`src/rtl/bbc_pkg.sv`:
```
package bbc_pkg;

  typedef enum logic [2:0] {
    MODE_DIS   = 3'd0,
    MODE_SURV  = 3'd1,
    MODE_REG   = 3'd2,
    MODE_BYP   = 3'd3,
    MODE_FAULT = 3'd4
  } bbc_mode_e;

  typedef struct packed {
    logic in_on;
    logic in_uv;
    logic in_en_lo;
    logic in_dis_hi;
    logic sup_surv;
    logic sup_reg_lo;
    logic ipk;
  } bbc_flags_t;

  // pulse is still inside its blanking window
  function automatic logic in_blank(input int unsigned cnt, input int unsigned blank_cyc);
    return cnt < blank_cyc;
  endfunction

  // on-time counter has reached its last allowed cycle
  function automatic logic ton_done(input int unsigned cnt, input int unsigned ton_max);
    return cnt >= ton_max - 1;
  endfunction

  // minimum period has elapsed since the last rising gate
  function automatic logic per_done(input int unsigned cnt, input int unsigned tper_min);
    return cnt >= tper_min - 1;
  endfunction

  function automatic logic may_switch(input bbc_mode_e m);
    return (m == MODE_SURV) || (m == MODE_REG);
  endfunction

endpackage

```
`src/rtl/bbc_sync.sv`:
```
module bbc_sync #(
  parameter int W      = 7,
  parameter int STAGES = 2
) (
  input  logic         clk,
  input  logic         rst_n,
  input  logic [W-1:0] d,
  output logic [W-1:0] q
);

  logic [W-1:0] st [STAGES];

  always_ff @(posedge clk or negedge rst_n) begin
    if (!rst_n) begin
      for (int i = 0; i < STAGES; i++) st[i] <= '0;
    end else begin
      st[0] <= d;
      for (int i = 1; i < STAGES; i++) st[i] <= st[i-1];
    end
  end

  assign q = st[STAGES-1];

endmodule

```
`src/rtl/bbc_mode_fsm.sv`:
```
module bbc_mode_fsm
  import bbc_pkg::*;
(
  input  logic      clk,
  input  logic      rst_n,
  input  logic      s_on,
  input  logic      s_uv,
  input  logic      s_en_lo,
  input  logic      s_dis_hi,
  input  logic      s_surv,
  input  logic      gate,
  input  logic      blank,
  output bbc_mode_e mode,
  output bbc_mode_e mode_nxt,
  output logic      uv_hit
);

  logic rearm;

  // undervoltage is only sampled while the switch is on and blanked
  assign uv_hit = (mode == MODE_REG) && gate && blank && s_uv;

  always_comb begin
    mode_nxt = mode;
    if (s_surv) begin
      mode_nxt = MODE_SURV;
    end else begin
      unique case (mode)
        MODE_SURV:  mode_nxt = MODE_DIS;
        MODE_DIS:   if (s_on) mode_nxt = MODE_REG;
        MODE_REG: begin
          if (uv_hit)        mode_nxt = MODE_FAULT;
          else if (s_dis_hi) mode_nxt = MODE_BYP;
          else if (!s_on)    mode_nxt = MODE_DIS;
        end
        MODE_BYP:   if (s_en_lo) mode_nxt = MODE_REG;
        MODE_FAULT: if (rearm && s_on) mode_nxt = MODE_DIS;
        default:    mode_nxt = MODE_DIS;
      endcase
    end
  end

  always_ff @(posedge clk or negedge rst_n) begin
    if (!rst_n) begin
      mode  <= MODE_DIS;
      rearm <= 1'b0;
    end else begin
      mode <= mode_nxt;
      if (mode != MODE_FAULT)  rearm <= 1'b0;
      else if (!s_on)          rearm <= 1'b1;
    end
  end

endmodule

```
`src/rtl/bbc_pulse_timer.sv`:
```
module bbc_pulse_timer
  import bbc_pkg::*;
#(
  parameter int CNT_W     = 8,
  parameter int BLANK_CYC = 48,
  parameter int TON_MAX   = 200,
  parameter int TPER_MIN  = 250
) (
  input  logic             clk,
  input  logic             rst_n,
  input  bbc_mode_e        mode_nxt,
  input  logic             reg_lo,
  input  logic             ipk,
  output logic             gate,
  output logic [CNT_W-1:0] on_cnt,
  output logic             blank
);

  localparam logic [CNT_W-1:0] PER_LAST = CNT_W'(TPER_MIN - 1);

  logic [CNT_W-1:0] per_cnt;
  logic allow_n, start_evt, stop_evt, gate_nxt, rise_nxt, per_ok, on_last;

  assign blank   = in_blank(32'(on_cnt), BLANK_CYC);
  assign per_ok  = per_done(32'(per_cnt), TPER_MIN);
  assign on_last = ton_done(32'(on_cnt), TON_MAX);
  assign allow_n = may_switch(mode_nxt);

  // survival runs back to back; regulation waits for the supply flag
  assign start_evt = !gate && allow_n && per_ok && ((mode_nxt == MODE_SURV) || reg_lo);
  assign stop_evt  = gate && ((!blank && ipk) || on_last);
  assign gate_nxt  = allow_n && (gate ? !stop_evt : start_evt);
  assign rise_nxt  = !gate && gate_nxt;

  always_ff @(posedge clk or negedge rst_n) begin
    if (!rst_n) begin
      gate    <= 1'b0;
      on_cnt  <= '0;
      per_cnt <= PER_LAST;
    end else begin
      gate <= gate_nxt;
      if (rise_nxt)              on_cnt <= '0;
      else if (gate && !on_last) on_cnt <= on_cnt + 1'b1;
      if (rise_nxt)              per_cnt <= '0;
      else if (!per_ok)          per_cnt <= per_cnt + 1'b1;
    end
  end

endmodule

```
`src/rtl/boost_bias_ctrl.sv`:
```
module boost_bias_ctrl
  import bbc_pkg::*;
#(
  parameter int SYNC_STAGES = 2,
  parameter int CNT_W       = 8,
  parameter int BLANK_CYC   = 48,
  parameter int TON_MAX     = 200,
  parameter int TPER_MIN    = 250
) (
  input  logic       clk,
  input  logic       rst_n,
  input  logic       in_on_raw,
  input  logic       in_uv_raw,
  input  logic       in_en_lo_raw,
  input  logic       in_dis_hi_raw,
  input  logic       sup_surv_raw,
  input  logic       sup_reg_lo_raw,
  input  logic       ipk_raw,
  output logic       gate_o,
  output logic [2:0] mode_o
);

  localparam int NFLAG = $bits(bbc_flags_t);

  generate
    if (TPER_MIN <= TON_MAX || TPER_MIN > (1 << CNT_W) || BLANK_CYC >= TON_MAX) begin : g_bad_cfg
      $error("boost_bias_ctrl: inconsistent timing parameters");
    end
  endgenerate

  bbc_flags_t raw_f, s_f;
  logic s_on, s_uv, s_en_lo, s_dis_hi, s_surv, s_reg_lo, s_ipk;
  logic gate, blank, uv_hit;
  logic [CNT_W-1:0] on_cnt;
  bbc_mode_e mode, mode_nxt;

  assign raw_f = '{in_on: in_on_raw, in_uv: in_uv_raw, in_en_lo: in_en_lo_raw,
                   in_dis_hi: in_dis_hi_raw, sup_surv: sup_surv_raw,
                   sup_reg_lo: sup_reg_lo_raw, ipk: ipk_raw};

  bbc_sync #(.W(NFLAG), .STAGES(SYNC_STAGES)) u_sync (
    .clk(clk), .rst_n(rst_n), .d(raw_f), .q(s_f)
  );

  assign s_on     = s_f.in_on;
  assign s_uv     = s_f.in_uv;
  assign s_en_lo  = s_f.in_en_lo;
  assign s_dis_hi = s_f.in_dis_hi;
  assign s_surv   = s_f.sup_surv;
  assign s_reg_lo = s_f.sup_reg_lo;
  assign s_ipk    = s_f.ipk;

  bbc_mode_fsm u_fsm (
    .clk(clk), .rst_n(rst_n),
    .s_on(s_on), .s_uv(s_uv), .s_en_lo(s_en_lo), .s_dis_hi(s_dis_hi), .s_surv(s_surv),
    .gate(gate), .blank(blank),
    .mode(mode), .mode_nxt(mode_nxt), .uv_hit(uv_hit)
  );

  bbc_pulse_timer #(.CNT_W(CNT_W), .BLANK_CYC(BLANK_CYC), .TON_MAX(TON_MAX), .TPER_MIN(TPER_MIN)) u_tmr (
    .clk(clk), .rst_n(rst_n), .mode_nxt(mode_nxt), .reg_lo(s_reg_lo), .ipk(s_ipk),
    .gate(gate), .on_cnt(on_cnt), .blank(blank)
  );

  assign gate_o = gate;
  assign mode_o = mode;

endmodule

```
`config.mk`:
```
export PLATFORM = sky130hd
export DESIGN_NAME = boost_bias_ctrl
export DESIGN_NICKNAME = d
export VERILOG_FILES = /design/src/rtl/bbc_pkg.sv /design/src/rtl/bbc_sync.sv /design/src/rtl/bbc_mode_fsm.sv /design/src/rtl/bbc_pulse_timer.sv /design/src/rtl/boost_bias_ctrl.sv
export SDC_FILE = /design/constraint.sdc
export NUM_CORES = 1
export LEC_CHECK = 0
export BUFFER_PORTS_ARGS = -buffer_cell sky130_fd_sc_hd__buf_2
export CORE_ASPECT_RATIO = 1.1
export CORE_UTILIZATION = 62
export DETAILED_ROUTE_END_ITERATION = 12
export GPL_TIMING_DRIVEN = 0
export PLACE_DENSITY = 0.85
export RECOVER_POWER = 50
export SETUP_SLACK_MARGIN = 0.4
export SKIP_CTS_REPAIR_TIMING = 1
export SYNTH_ARGS = -nofsm -noshare
export SYNTH_HDL_FRONTEND = slang
export SYNTH_SLANG_ARGS = --single-unit
```
`constraint.sdc`:
```
create_clock -name clk -period 3.9 [get_ports clk]
set_input_delay 0.78 -clock clk [delete_from_list [all_inputs] [get_ports clk]]
set_output_delay 0.78 -clock clk [all_outputs]
set_load 0.05 [all_outputs]
```
==> results, run 1 <==
- In this run the remaining antenna-violating nets after routing total 0.
- The largest fanout on the critical path is 10.
- Cells with a size suffix above 1 make up 29.9% of the layout.
- The startpoint class of the critical path is a flip-flop.
- Setup slack on the critical path of the routed design comes to 1.69 ns.
- The area of placed instances is 1700 um2.
- The HPWL after detailed placement is 1780 um.
- The flow ran to the end, but the final reports show violations.
- The largest area contributor in the synthesized netlist is dfrtp_1.
- The fraction of the mapped netlist area in compound gates is 8.18%.
- The relative max-transition margin is -16.3%.
- The global-route wire length before repair is 4440 um.
- The number of warnings reported in the yosys synthesis log is 0.
- The height of the chip is 55.4 um.
- The clock drives 35 sinks.
- Summed over all layers, the routed wires come to 2460 um.
- For this design the ratio of total power to cell area is 342 nW/um2.
- Setup repair after global routing left no endpoint under its margin.
- The worst-case register-to-register setup slack is 1.69 ns.
- The remaining routing DRC violations is 0.
- TritonCTS built the clock tree.
- The final reports fail on max-capacitance violations, max-slew violations.
- The area of the multi-input gates is 659 um2.
- Compared with the post-synthesis result, the final layout area differs by 9.82%.
- The min-delay analysis places its worst path in the category reg -> reg.
- The number of primary I/O pins is 13.
- The worst register-to-register path ends at u_tmr.on_cnt[6]$_DFFE_PN0P_.
- From left edge to right edge, the die measures 50.5 um.
- The aggregate global routing overflow is 0.
- The share of the synthesized area in the top cell type is 45.2%.
- At the worst endpoint, the arrival time is 2.44 ns.
- The number of instances in the synthesized netlist is 134.
- The final count of hold timing violations came to 0.
- Of the total synthesized cell area, the portion taken by full adders, half adders and majority gates is 3.12%.
- The floorplan has 18 rows.
- The cell chosen for the clock root is clkbuf_4.
- In this run, synthesis inferred 0 flip-flops with an integrated enable.
- The die covers 2800 um2.
- At the end of the flow, the number of nets in the layout was 166.
- After clock tree synthesis, the clock-pin slew on the worst setup and hold paths is 0.11 ns.
- The average size of a mapped cell is 12.0 um2.
- The critical path goes through inv_1 > ha_1 > or3b_4 > nand4_4 > nor3_2 > buf_2 > nor3_2.
- The sequential cells in the finished layout cover a total of 883 um2.
- After synthesis the cells add up to 1610 um2.
- The final total negative setup slack is 0 ns.
- The portion of the post-synthesis area used by sequential elements is 55.0%.
- The combined global-route utilization of all metal layers is 21.7%.
- The routability congestion estimate from global placement is 0.853.
- Counting along the longest clock path gives a buffer depth of 2.
- The initial core utilization is 68.5%.
- The number of antenna violations at the first check in global routing is 0.
- The count of buffers from port buffering is 12.
- The slowest cell on the critical path is dfstp_2.
- The number of antenna diodes in the final layout is 0.
- The library cell used most frequently in the layout, excluding fill and tap cells, is dfrtp_1.
- The region available for standard cell placement spans 2340 um2.
- For the worst-skew pair, the clock arrives at the later sink with an insertion delay of 0.35 ns.
- The worst hold path begins at u_sync.st[12]$_DFF_PN0_.
- The register bit total from synthesis is 35.
- Derived from the worst setup path, the maximum achievable clock frequency is 452 MHz.
- For the pin with the worst max-slew slack, the measured transition is 1.74 ns.
- The worst-case reg-to-reg path depth is 7.
- Entering global routing, the biggest net connects 36 pins.
- The clock skew is 0.00962 ns.
- The share of synthesized registers carrying an async set or reset is 100%.
- The count of buffering cells on the critical path with inverters included is 2.
- In the layout the commonest cells are dfrtp_1, buf_2, nor3_1, nor3_2.
- In the routed layout, each cell is associated on average with a via count of 5.59.
- Clock tree synthesis inserted a total of 5 buffers.
- The finished layout holds 184 standard cells, fillers aside.
- At the placement stage, the worst setup path has a slack of 1.71 ns.
- The simple logic cell fraction of the synthesized area is 23.1%.
- The number of library cell types mapped by synthesis is 40.
- STA classifies the critical path endpoint as a flip-flop.
- The level count of the clock H-tree is 2.
- The DRC marker count from the first detailed-route iteration is 11.
- The smallest clock period supported by the final layout is computed as 2.21 ns.
- The source of the worst register-to-register timing path is u_tmr.per_cnt[0]$_DFFE_PN1P_.
- The cell family contributing the most delay on the critical path is simple AND/OR/NAND/NOR gates.
- VDD sags by at most 0.000367 V.
- Once placement completed, the tool counted placed cells totaling 176.
- By area the synthesized netlist is led by dfrtp_1, dfstp_2, nor3_2.
- The most repeated library cell on the critical path is nor3_2.
- The via count of the routed design is 1,029.
- The multiplexer share of the synthesized area is 0.624%.
- Summing the areas of all xor and xnor instances in the mapped netlist gives 6.00% of the synthesized area.
- The dominant combinational cell family by area after synthesis is simple AND/OR/NAND/NOR gates.
- The first TritonRoute pass finished after 4 iterations.
- The most used flip-flop cell after synthesis is dfrtp_1.
- The setup path with the least slack is of type reg -> reg.
- Counting the fill cells in the layout gives 180.
- The worst hold path was traced through 0 stages.
- The area of all placed cells without fillers is 1760 um2.
- The data required time of the worst path is 4.13 ns.
- The post-route fraction of the period consumed by the critical path is 56.8%.
- The number of pins exceeding their max-slew limit in the final report was 36.
- The average wire length per cell after detail routing is 13.4 um.
- In this run the static leakage power is 0.814 nW.
- The capture endpoint of the worst hold path is u_sync.q[5]$_DFF_PN0_.
- The number of endpoints failing setup at the final stage is 0.
- For this run, the slowest stage of the critical path takes 0.59 ns.
- The number of global-route vias before repair came to 1,050.
- The net count after synthesis is 147.
- The count of maximum capacitance violations is 1.
[sequential cells by signal, indices dropped and copies added, names as in the netlist]
signal and cells:
u_fsm.mode 3, u_fsm.rearm 1, u_sync.q 7, u_sync.st 7, u_tmr.gate 1, u_tmr.on_cnt 8
u_tmr.per_cnt 8
[stage by stage]
step                      utilization (%)  hold WS [ns]  total power [mW]
after floorplan                         -         0.331             0.398
after global placement               72.7         0.332             0.411
after detailed placement             72.7         0.336             0.413
after CTS                            75.3         0.352             0.611
after global routing                 75.3         0.351             0.632
final                                75.3         0.346             0.603
[how the worst max path moves through the flow]
| stage | start | to | slack (ns) | cells after the start |
|---|---|---|---|---|
| after floorplan | u_tmr.per_cnt[0]$_DFFE_PN1P_ | u_tmr.on_cnt[0]$_DFFE_PN0P_ | 1.94 | 7 |
| after global placement | u_tmr.per_cnt[0]$_DFFE_PN1P_ | u_tmr.on_cnt[0]$_DFFE_PN0P_ | 1.74 | 7 |
| after detailed placement | u_tmr.per_cnt[0]$_DFFE_PN1P_ | u_tmr.on_cnt[5]$_DFFE_PN0P_ | 1.71 | 7 |
| after CTS | u_tmr.per_cnt[0]$_DFFE_PN1P_ | u_tmr.on_cnt[6]$_DFFE_PN0P_ | 1.68 | 7 |
| after global routing | u_tmr.per_cnt[0]$_DFFE_PN1P_ | u_tmr.on_cnt[2]$_DFFE_PN0P_ | 1.54 | 7 |
| final | u_tmr.per_cnt[0]$_DFFE_PN1P_ | u_tmr.on_cnt[6]$_DFFE_PN0P_ | 1.69 | 7 |
[power by group]
group,leakage [nW],switching (mW),internal [mW]
sequential,0.432,0.00571,0.372
combinational,0.354,0.0187,0.00860
clock,0.0278,0.126,0.0720
total,0.814,0.150,0.453
[logic make-up after synthesis]
group                    after synthesis
XOR/XNOR                              11
flip-flops                            35
multiplexers                           1
AO/OA/AOI/OAI                         18
AND/OR/NAND/NOR                       55
buffers and inverters                 10
adder cells (fa/ha/maj)                4
[layer usage]
layer  part of all wire, %  GRT usage [%]  up-vias  routed length [um]
li1                      -              -      509                   -
met5                     0              0        -                   0
met3                   3.9           8.26        5                  97
met2                    52           36.6       16                1270
met1                    43           25.1      499                1050
met4                   1.5           7.14        0                  38
[final cells by class]
type,instances,share of cell area [%]
plain buffers,3,2.06
clock inverters,3,1.35
repair buffers,12,3.34
multi-input cells,89,37.4
flip-flops and latches,35,50.1
inverters,7,1.49
well taps,30,2.13
clock buffers,5,2.13
[synthesized netlist by cell type (2+ instances only)]
cell     instances
nor2_1           8
nor3_2          10
nand2_1          8
inv_1            7
nor2b_1          2
nand3_1          4
xor2_1           6
a31oi_1          2
a21oi_1          5
dfrtp_1         29
nor3b_1          2
ha_1             4
nor3_1          11
dfstp_2          6
xnor2_1          5
Power figures use the tool's default switching activity.
==> run 2, diff against run 1 <==
--- a/config.mk
+++ b/config.mk
@@ -7,10 +7,10 @@
 export LEC_CHECK = 0
 export BUFFER_PORTS_ARGS = -buffer_cell sky130_fd_sc_hd__buf_2
 export CORE_ASPECT_RATIO = 1.1
-export CORE_UTILIZATION = 62
+export CORE_UTILIZATION = 58
 export DETAILED_ROUTE_END_ITERATION = 12
 export GPL_TIMING_DRIVEN = 0
-export PLACE_DENSITY = 0.85
+export PLACE_DENSITY = 0.81
 export RECOVER_POWER = 50
 export SETUP_SLACK_MARGIN = 0.4
 export SKIP_CTS_REPAIR_TIMING = 1
==> constraint.sdc (replaced) <==
create_clock -name clk -period 2.3 [get_ports clk]
set_input_delay 0.46 -clock clk [delete_from_list [all_inputs] [get_ports clk]]
set_output_delay 0.46 -clock clk [all_outputs]
set_load 0.05 [all_outputs]
==> results, run 2 (synthesis gave the netlist of run 1 again) <==
- The run finished, with violations left.
- The checks that failed: max-capacitance violations, max-slew violations.
- The share of the core filled with cells in the final layout was 75.5% (+0.22 points).
- The clock network power share is 39.6% (+6.8 points).
- The largest net degree at the start of global routing was 36 (unchanged).
- The worst hold slack after final layout is 0.211 ns (-0.135 ns).
- The area of placed instances was 1710 um2 (+0.37%).
- Setup repair after global routing could not meet its margin everywhere.
- The post-detailed-route via-to-cell ratio came to 5.70 (+2.0%).
- The average wire length per cell after detail routing is 14.7 um (+9.9%).
- The clock skew was 0.00564 ns (-0.00399 ns).
- The via count of the routed design is 1,112 (+8.1%).
- The remaining routing DRC violations came to 0 (unchanged).
- The clock insertion delay at the later pin of the skew report is 0.35 ns (about the same).
- The element type at the critical path end is a flip-flop.
- Traced cell by cell, the critical path runs through inv_2 > ha_4 > or3b_4 > nand4_4 > nor2_4 > and4bb_1 > buf_6 > clkbuf_16 > nor3_2.
- The detailed-router iteration count before antenna repair came to 5 (+1).
- The level count of the clock H-tree is 2 (unchanged).
- The count of placed standard cells in the final layout, fillers left out came to 195 (+6.0%).
- The number of sinks on the clock net is 35 (unchanged).
- The full die area was 2980 um2 (+6.6%).
- The power density over cell area was 587 nW/um2 (+72%).
- The most common cell after layout, fill and taps aside is dfrtp_1.
- The cell row count is 19 (+1).
- The final total negative setup slack is 0 ns (unchanged).
- The cell count after placement is 177 (+0.57%).
- The slowest cell on the critical path is dfstp_2.
- The final count of hold timing violations was 0 (unchanged).
- The slew at the pin closest to its max-slew limit came to 1.73 ns (-0.0111 ns).
- The area of all placed cells without fillers was 1940 um2 (+9.9%).
- The total clock buffers created by CTS is 5 (unchanged).
- The DRC marker count from the first detailed-route iteration came to 14 (+3).
- The largest registers in the layout are u_tmr.on_cnt (8), u_tmr.per_cnt (8).
- The maximum VDD drop is 0.000724 V (+97%).
- The routability congestion estimate from global placement is 0.709 (-17%).
- The largest fanout on the critical path came to 8 (-2).
- The worst-case clock buffer depth is 2 (unchanged).
- The die width is 52.2 um (+3.3%).
- The relative max-transition margin was -15.6% (+0.74 points).
- The final critical-path required period is 1.98 ns (-0.231 ns).
- The synthesis-to-layout area growth is 20.7%.
- The net switching fraction of the power is 22.7% (-2.2 points).
- The net load switching power came to 0.259 mW (+72%).
- The type of the most critical hold path is in -> reg.
- The initial core utilization came to 62.5% (-6.0 points).
- The sum of routed wire length over all layers is 2860 um (+17%).
- The post-route fraction of the period consumed by the critical path was 86.2% (+29 points).
- The highest clock frequency the design can meet is 504 MHz (+12%).
- The number of antenna-violating nets in the routed design is 0 (unchanged).
- The cell chosen for the clock root is clkbuf_4.
- The portion of total power attributed to sequential cells is 56.2% (-6.4 points).
- The data required time of the worst path came to 2.54 ns (-1.59 ns).
- The startpoint class of the critical path is a flip-flop.
- The net count of the finished layout is 176 (+6.0%).
- The critical path arrival is 2.23 ns (-0.21 ns).
- The overall power of the completed layout is 1.14 mW (+89%).
- The height of the chip came to 57.2 um (+3.3%).
- The reported leakage power is 0.858 nW (+5.3%).
- The combined global-route utilization of all metal layers is 22.1% (+0.36 points).
- The final worst slack is 0.317 ns (-1.37 ns).
- The count of buffering cells on the critical path with inverters included is 3 (+1).
- The number of endpoints failing setup at the final stage was 0 (unchanged).
- The pre-CTS setup slack is 0.182 ns (-1.53 ns).
- The floorplan core area is 2570 um2 (+9.6%).
- The count of maximum capacitance violations is 1 (unchanged).
- The fraction of final layout cells sized beyond drive strength 1 came to 38.4% (+8.5 points).
- The antenna diode count came to 0 (unchanged).
- The number of antenna violations at the first check in global routing is 0 (unchanged).
- In the layout the commonest cells are dfrtp_1, nor3_1, buf_2, buf_4.
- The critical path class is reg -> reg.
- The number of pins exceeding their max-slew limit in the final report is 36 (unchanged).
- The half-perimeter wire length after detailed placement is 1800 um (+1.1%).
- The internal power came to 0.880 mW (+94%).
- Grouping stages by cell kind, the critical path spends the most delay in simple AND/OR/NAND/NOR gates.
- TritonCTS built the clock tree.
- The aggregate global routing overflow is 0 (unchanged).
- The part of the total power dissipated in combinational logic came to 4.2% (-0.3 points).
- The count of buffers from port buffering is 12 (unchanged).
- The worst stage delay on the critical path is 0.59 ns (about the same).
- The clock-pin slew reported for the worst setup and hold paths after clock tree synthesis came to 0.11 ns (about the same).
- The global-route wire length before repair is 4630 um (+4.2%).
- The number of primary I/O pins came to 13 (unchanged).
- The number of global-route vias before repair is 1,068 (+1.7%).
run 2: cell count changes in the layout (fill, tap and decap cells not counted), moves of 2 or more:
cell	previous run	this run
buf_4	0	10
inv_1	7	5
nor3_4	1	3
clkinvlp_4	2	0
ha_2	0	2
nor3_2	10	8
ha_1	4	1
inv_2	0	2
run 2: worst register-to-register path, delay by kind of cell (launching register included):
family	cells	cell delay, ns
buffers and inverters	3	0.37
and+or+nand+nor	5	0.78
DFF	1	0.59
adders and majority gates	1	0.15
run 2: final timing paths:
kind                       slack [ns]                           to  cells past startpoint                          from
max in group asynchronous        0.75  u_tmr.on_cnt[3]$_DFFE_PN0P_                      1                         rst_n
setup / recovery                 0.32  u_tmr.on_cnt[5]$_DFFE_PN0P_                      9  u_tmr.per_cnt[0]$_DFFE_PN1P_
min in group asynchronous        0.55      u_sync.st[13]$_DFF_PN0_                      1                         rst_n
hold / removal                   0.21       u_sync.st[9]$_DFF_PN0_                      1                  sup_surv_raw
hold reg to reg                  0.36        u_sync.q[6]$_DFF_PN0_                      0       u_sync.st[13]$_DFF_PN0_
setup reg to reg                 0.32  u_tmr.on_cnt[5]$_DFFE_PN0P_                      9  u_tmr.per_cnt[0]$_DFFE_PN1P_
run 2: final cells by class:
| type | instances | area (um2) |
|---|---|---|
| tap | 31 | 38.8 |
| multi-input combinational | 89 | 714 |
| fill | 180 | 629 |
| sequential | 35 | 883 |
| timing repair buffer | 22 | 151 |
| clock buffer | 5 | 37.5 |
| buffer | 3 | 38.8 |
| inverter | 7 | 26.3 |
| clock inverter | 3 | 47.5 |
run 2: power groups by stage:
stage | sequential (mW) | clock [mW] | combinational, mW
5_1_grt | 0.642 | 0.493 | 0.0532
3_3_place_gp | 0.651 | 0 | 0.0464
2_1_floorplan | 0.660 | 0 | 0.0141
6_report | 0.640 | 0.451 | 0.0475
3_5_place_dp | 0.652 | 0 | 0.0479
4_1_cts | 0.640 | 0.460 | 0.0484
run 2: per-layer routing:
| layer | vias up | part of all wire [%] | track usage (%) |
|---|---|---|---|
| li1 | 532 | - | - |
| met1 | 549 | 41 | 26.1 |
| met2 | 23 | 54 | 37.4 |
| met3 | 8 | 3.0 | 8.00 |
| met4 | 0 | 1.7 | 6.77 |
| met5 | - | 0 | 0 |
==> run 3, diff against run 2 <==
--- a/config.mk
+++ b/config.mk
@@ -12,7 +12,7 @@
 export GPL_TIMING_DRIVEN = 0
 export PLACE_DENSITY = 0.81
 export RECOVER_POWER = 50
-export SETUP_SLACK_MARGIN = 0.4
+export SETUP_SLACK_MARGIN = 0.02
 export SKIP_CTS_REPAIR_TIMING = 1
 export SYNTH_ARGS = -nofsm -noshare
 export SYNTH_HDL_FRONTEND = slang
==> results, run 3 (synthesis gave the netlist of run 1 again) <==
- The final total negative setup slack is 0 ns (unchanged).
- The critical path class is reg -> reg.
- The post-detailed-route via-to-cell ratio came to 5.70 (about the same).
- The number of primary I/O pins is 13 (unchanged).
- The average wire length per cell after detail routing is 13.7 um (-7.0%).
- The via count of the routed design is 1,055 (-5.1%).
- The largest net degree at the start of global routing is 36 (unchanged).
- The routability congestion estimate from global placement is 0.708 (-0.11%).
- The clock insertion delay at the later pin of the skew report is 0.34 ns (about the same).
- The number of endpoints failing setup at the final stage is 0 (unchanged).
- The die width is 52.2 um (unchanged).
- Setup repair after global routing left no endpoint under its margin.
- The share of the core filled with cells in the final layout came to 68.7% (-6.8 points).
- The number of antenna violations at the first check in global routing is 0 (unchanged).
- The count of buffers from port buffering is 12 (unchanged).
- The post-route fraction of the period consumed by the critical path is 90.2% (+4.0 points).
- The area of placed instances is 1700 um2 (-0.29%).
- The antenna diode count is 0 (unchanged).
- The startpoint class of the critical path is a flip-flop.
- The DRC marker count from the first detailed-route iteration is 17 (+3).
- The clock skew is 0.00577 ns (+0.000131 ns).
- The height of the chip was 57.2 um (unchanged).
- The cell count after placement is 177 (unchanged).
- The highest clock frequency the design can meet came to 482 MHz (-4.4%).
- The maximum VDD drop was 0.000674 V (-7.0%).
- The data required time of the worst path is 2.52 ns (-0.02 ns).
- The critical path arrival is 2.30 ns (+0.07 ns).
- The cell chosen for the clock root is clkbuf_4.
- The area of all placed cells without fillers is 1760 um2 (-9.0%).
- The sum of routed wire length over all layers was 2530 um (-12%).
- The count of maximum capacitance violations came to 1 (unchanged).
- The library cells used most frequently in the layout, excluding fill and tap cells, are dfrtp_1, nor3_1, buf_2, nor3_2.
- The slew at the pin closest to its max-slew limit came to 1.73 ns (-0.00589 ns).
- The run finished, with violations left.
- The library cell used most frequently in the layout, excluding fill and tap cells, is dfrtp_1.
- The number of pins exceeding their max-slew limit in the final report came to 36 (unchanged).
- In the final layout, the registers with the most flip-flops are u_tmr.on_cnt (8), u_tmr.per_cnt (8).
- Relative to the synthesized area, the layout overhead comes to 9.90%.
- The reported leakage power is 0.818 nW (-4.7%).
- The net count of the finished layout is 166 (-5.7%).
- TritonCTS built the clock tree.
- The number of global-route vias before repair was 1,015 (-5.0%).
- The type of the most critical hold path is in -> reg.
- The half-perimeter wire length after detailed placement was 1850 um (+2.6%).
- The final critical-path required period is 2.07 ns (+0.0914 ns).
- The final count of hold timing violations is 0 (unchanged).
- The count of placed standard cells in the final layout, fillers left out is 185 (-5.1%).
- The initial core utilization came to 62.5% (unchanged).
- The fraction of final layout cells sized beyond drive strength 1 was 29.9% (-8.5 points).
- The power density over cell area came to 562 nW/um2 (-4.2%).
- The cell row count is 19 (unchanged).
- The remaining routing DRC violations is 0 (unchanged).
- The aggregate global routing overflow was 0 (unchanged).
- The worst setup path is captured at a flip-flop.
- The number of sinks on the clock net is 35 (unchanged).
- The worst-case clock buffer depth is 2 (unchanged).
- The combined global-route utilization of all metal layers is 20.9% (-1.2 points).
- The detailed-router iteration count before antenna repair is 4 (-1).
- The relative max-transition margin is -15.2% (+0.39 points).
- The global-route wire length before repair was 4380 um (-5.4%).
- The floorplan core area came to 2570 um2 (unchanged).
- The level count of the clock H-tree came to 2 (unchanged).
- The checks that failed: max-capacitance violations, max-slew violations.
- The full die area came to 2980 um2 (unchanged).
- The clock-pin slew reported for the worst setup and hold paths after clock tree synthesis is 0.10 ns (about the same).
- The number of antenna-violating nets in the routed design is 0 (unchanged).
- The total clock buffers created by CTS is 5 (unchanged).
- The largest fanout on the critical path came to 10 (+2).
- The overall power of the completed layout is 0.992 mW (-13%).
run 3: cell count changes in the layout (fill, tap and decap cells not counted), sizes merged:
cell,before,now
bufinv,1,0
inv,8,7
clkinv,1,3
buf,23,13
run 3: stage by stage:
stage	hold WS, ns	setup WS, ns
6_report	0.225	0.225
3_3_place_gp	0.332	0.138
4_1_cts	0.185	0.102
3_5_place_dp	0.335	0.118
5_1_grt	0.201	0.0776
2_1_floorplan	0.164	0.344
run 3: worst max-delay path, cell delays in order (launching register included):
cell,delay [ns]
dfstp_2,0.59
inv_1,0.07
ha_1,0.18
or3b_4,0.23
nand4_4,0.17
nor2_1,0.16
and4bb_1,0.23
buf_6,0.14
buf_12,0.14
nor3_2,0.05
run 3: power by group:
part	switching [mW]	leakage (nW)	internal [mW]
Combinational	0.0315	0.351	0.0146
Clock	0.193	0.0347	0.114
Sequential	0.00912	0.432	0.631
Total	0.233	0.818	0.759
run 3: final timing paths:
check	from	slack, ns	cells past startpoint	endpoint
max in group asynchronous	rst_n	0.74	1	u_sync.q[2]$_DFF_PN0_
worst min-delay path	ipk_raw	0.23	1	u_sync.st[7]$_DFF_PN0_
worst min register to register	u_sync.st[13]$_DFF_PN0_	0.36	0	u_sync.q[6]$_DFF_PN0_
worst max register to register	u_tmr.per_cnt[0]$_DFFE_PN1P_	0.23	9	u_tmr.on_cnt[0]$_DFFE_PN0P_
min in group asynchronous	rst_n	0.56	1	u_sync.st[13]$_DFF_PN0_
worst max-delay path	u_tmr.per_cnt[0]$_DFFE_PN1P_	0.23	9	u_tmr.on_cnt[0]$_DFFE_PN0P_
run 3: layer usage:
| layer | routed length [um] | track usage (%) | vias to the layer above | part of all wire, % |
|---|---|---|---|---|
| li1 | - | - | 513 | - |
| met3 | 88 | 4.80 | 8 | 3.5 |
| met5 | 0 | 0 | - | 0 |
| met2 | 1360 | 34.4 | 20 | 54 |
| met4 | 71 | 12.4 | 0 | 2.8 |
| met1 | 1010 | 24.5 | 514 | 40 |
run 3: area by class of cell:
type / instances / area [um2]
sequential: 35 / 883
fill: 190 / 803
multi-input combinational: 89 / 666
timing repair buffer: 12 / 58.8
buffer: 3 / 38.8
tap: 31 / 38.8
clock buffer: 5 / 37.5
inverter: 7 / 26.3
clock inverter: 3 / 15.0
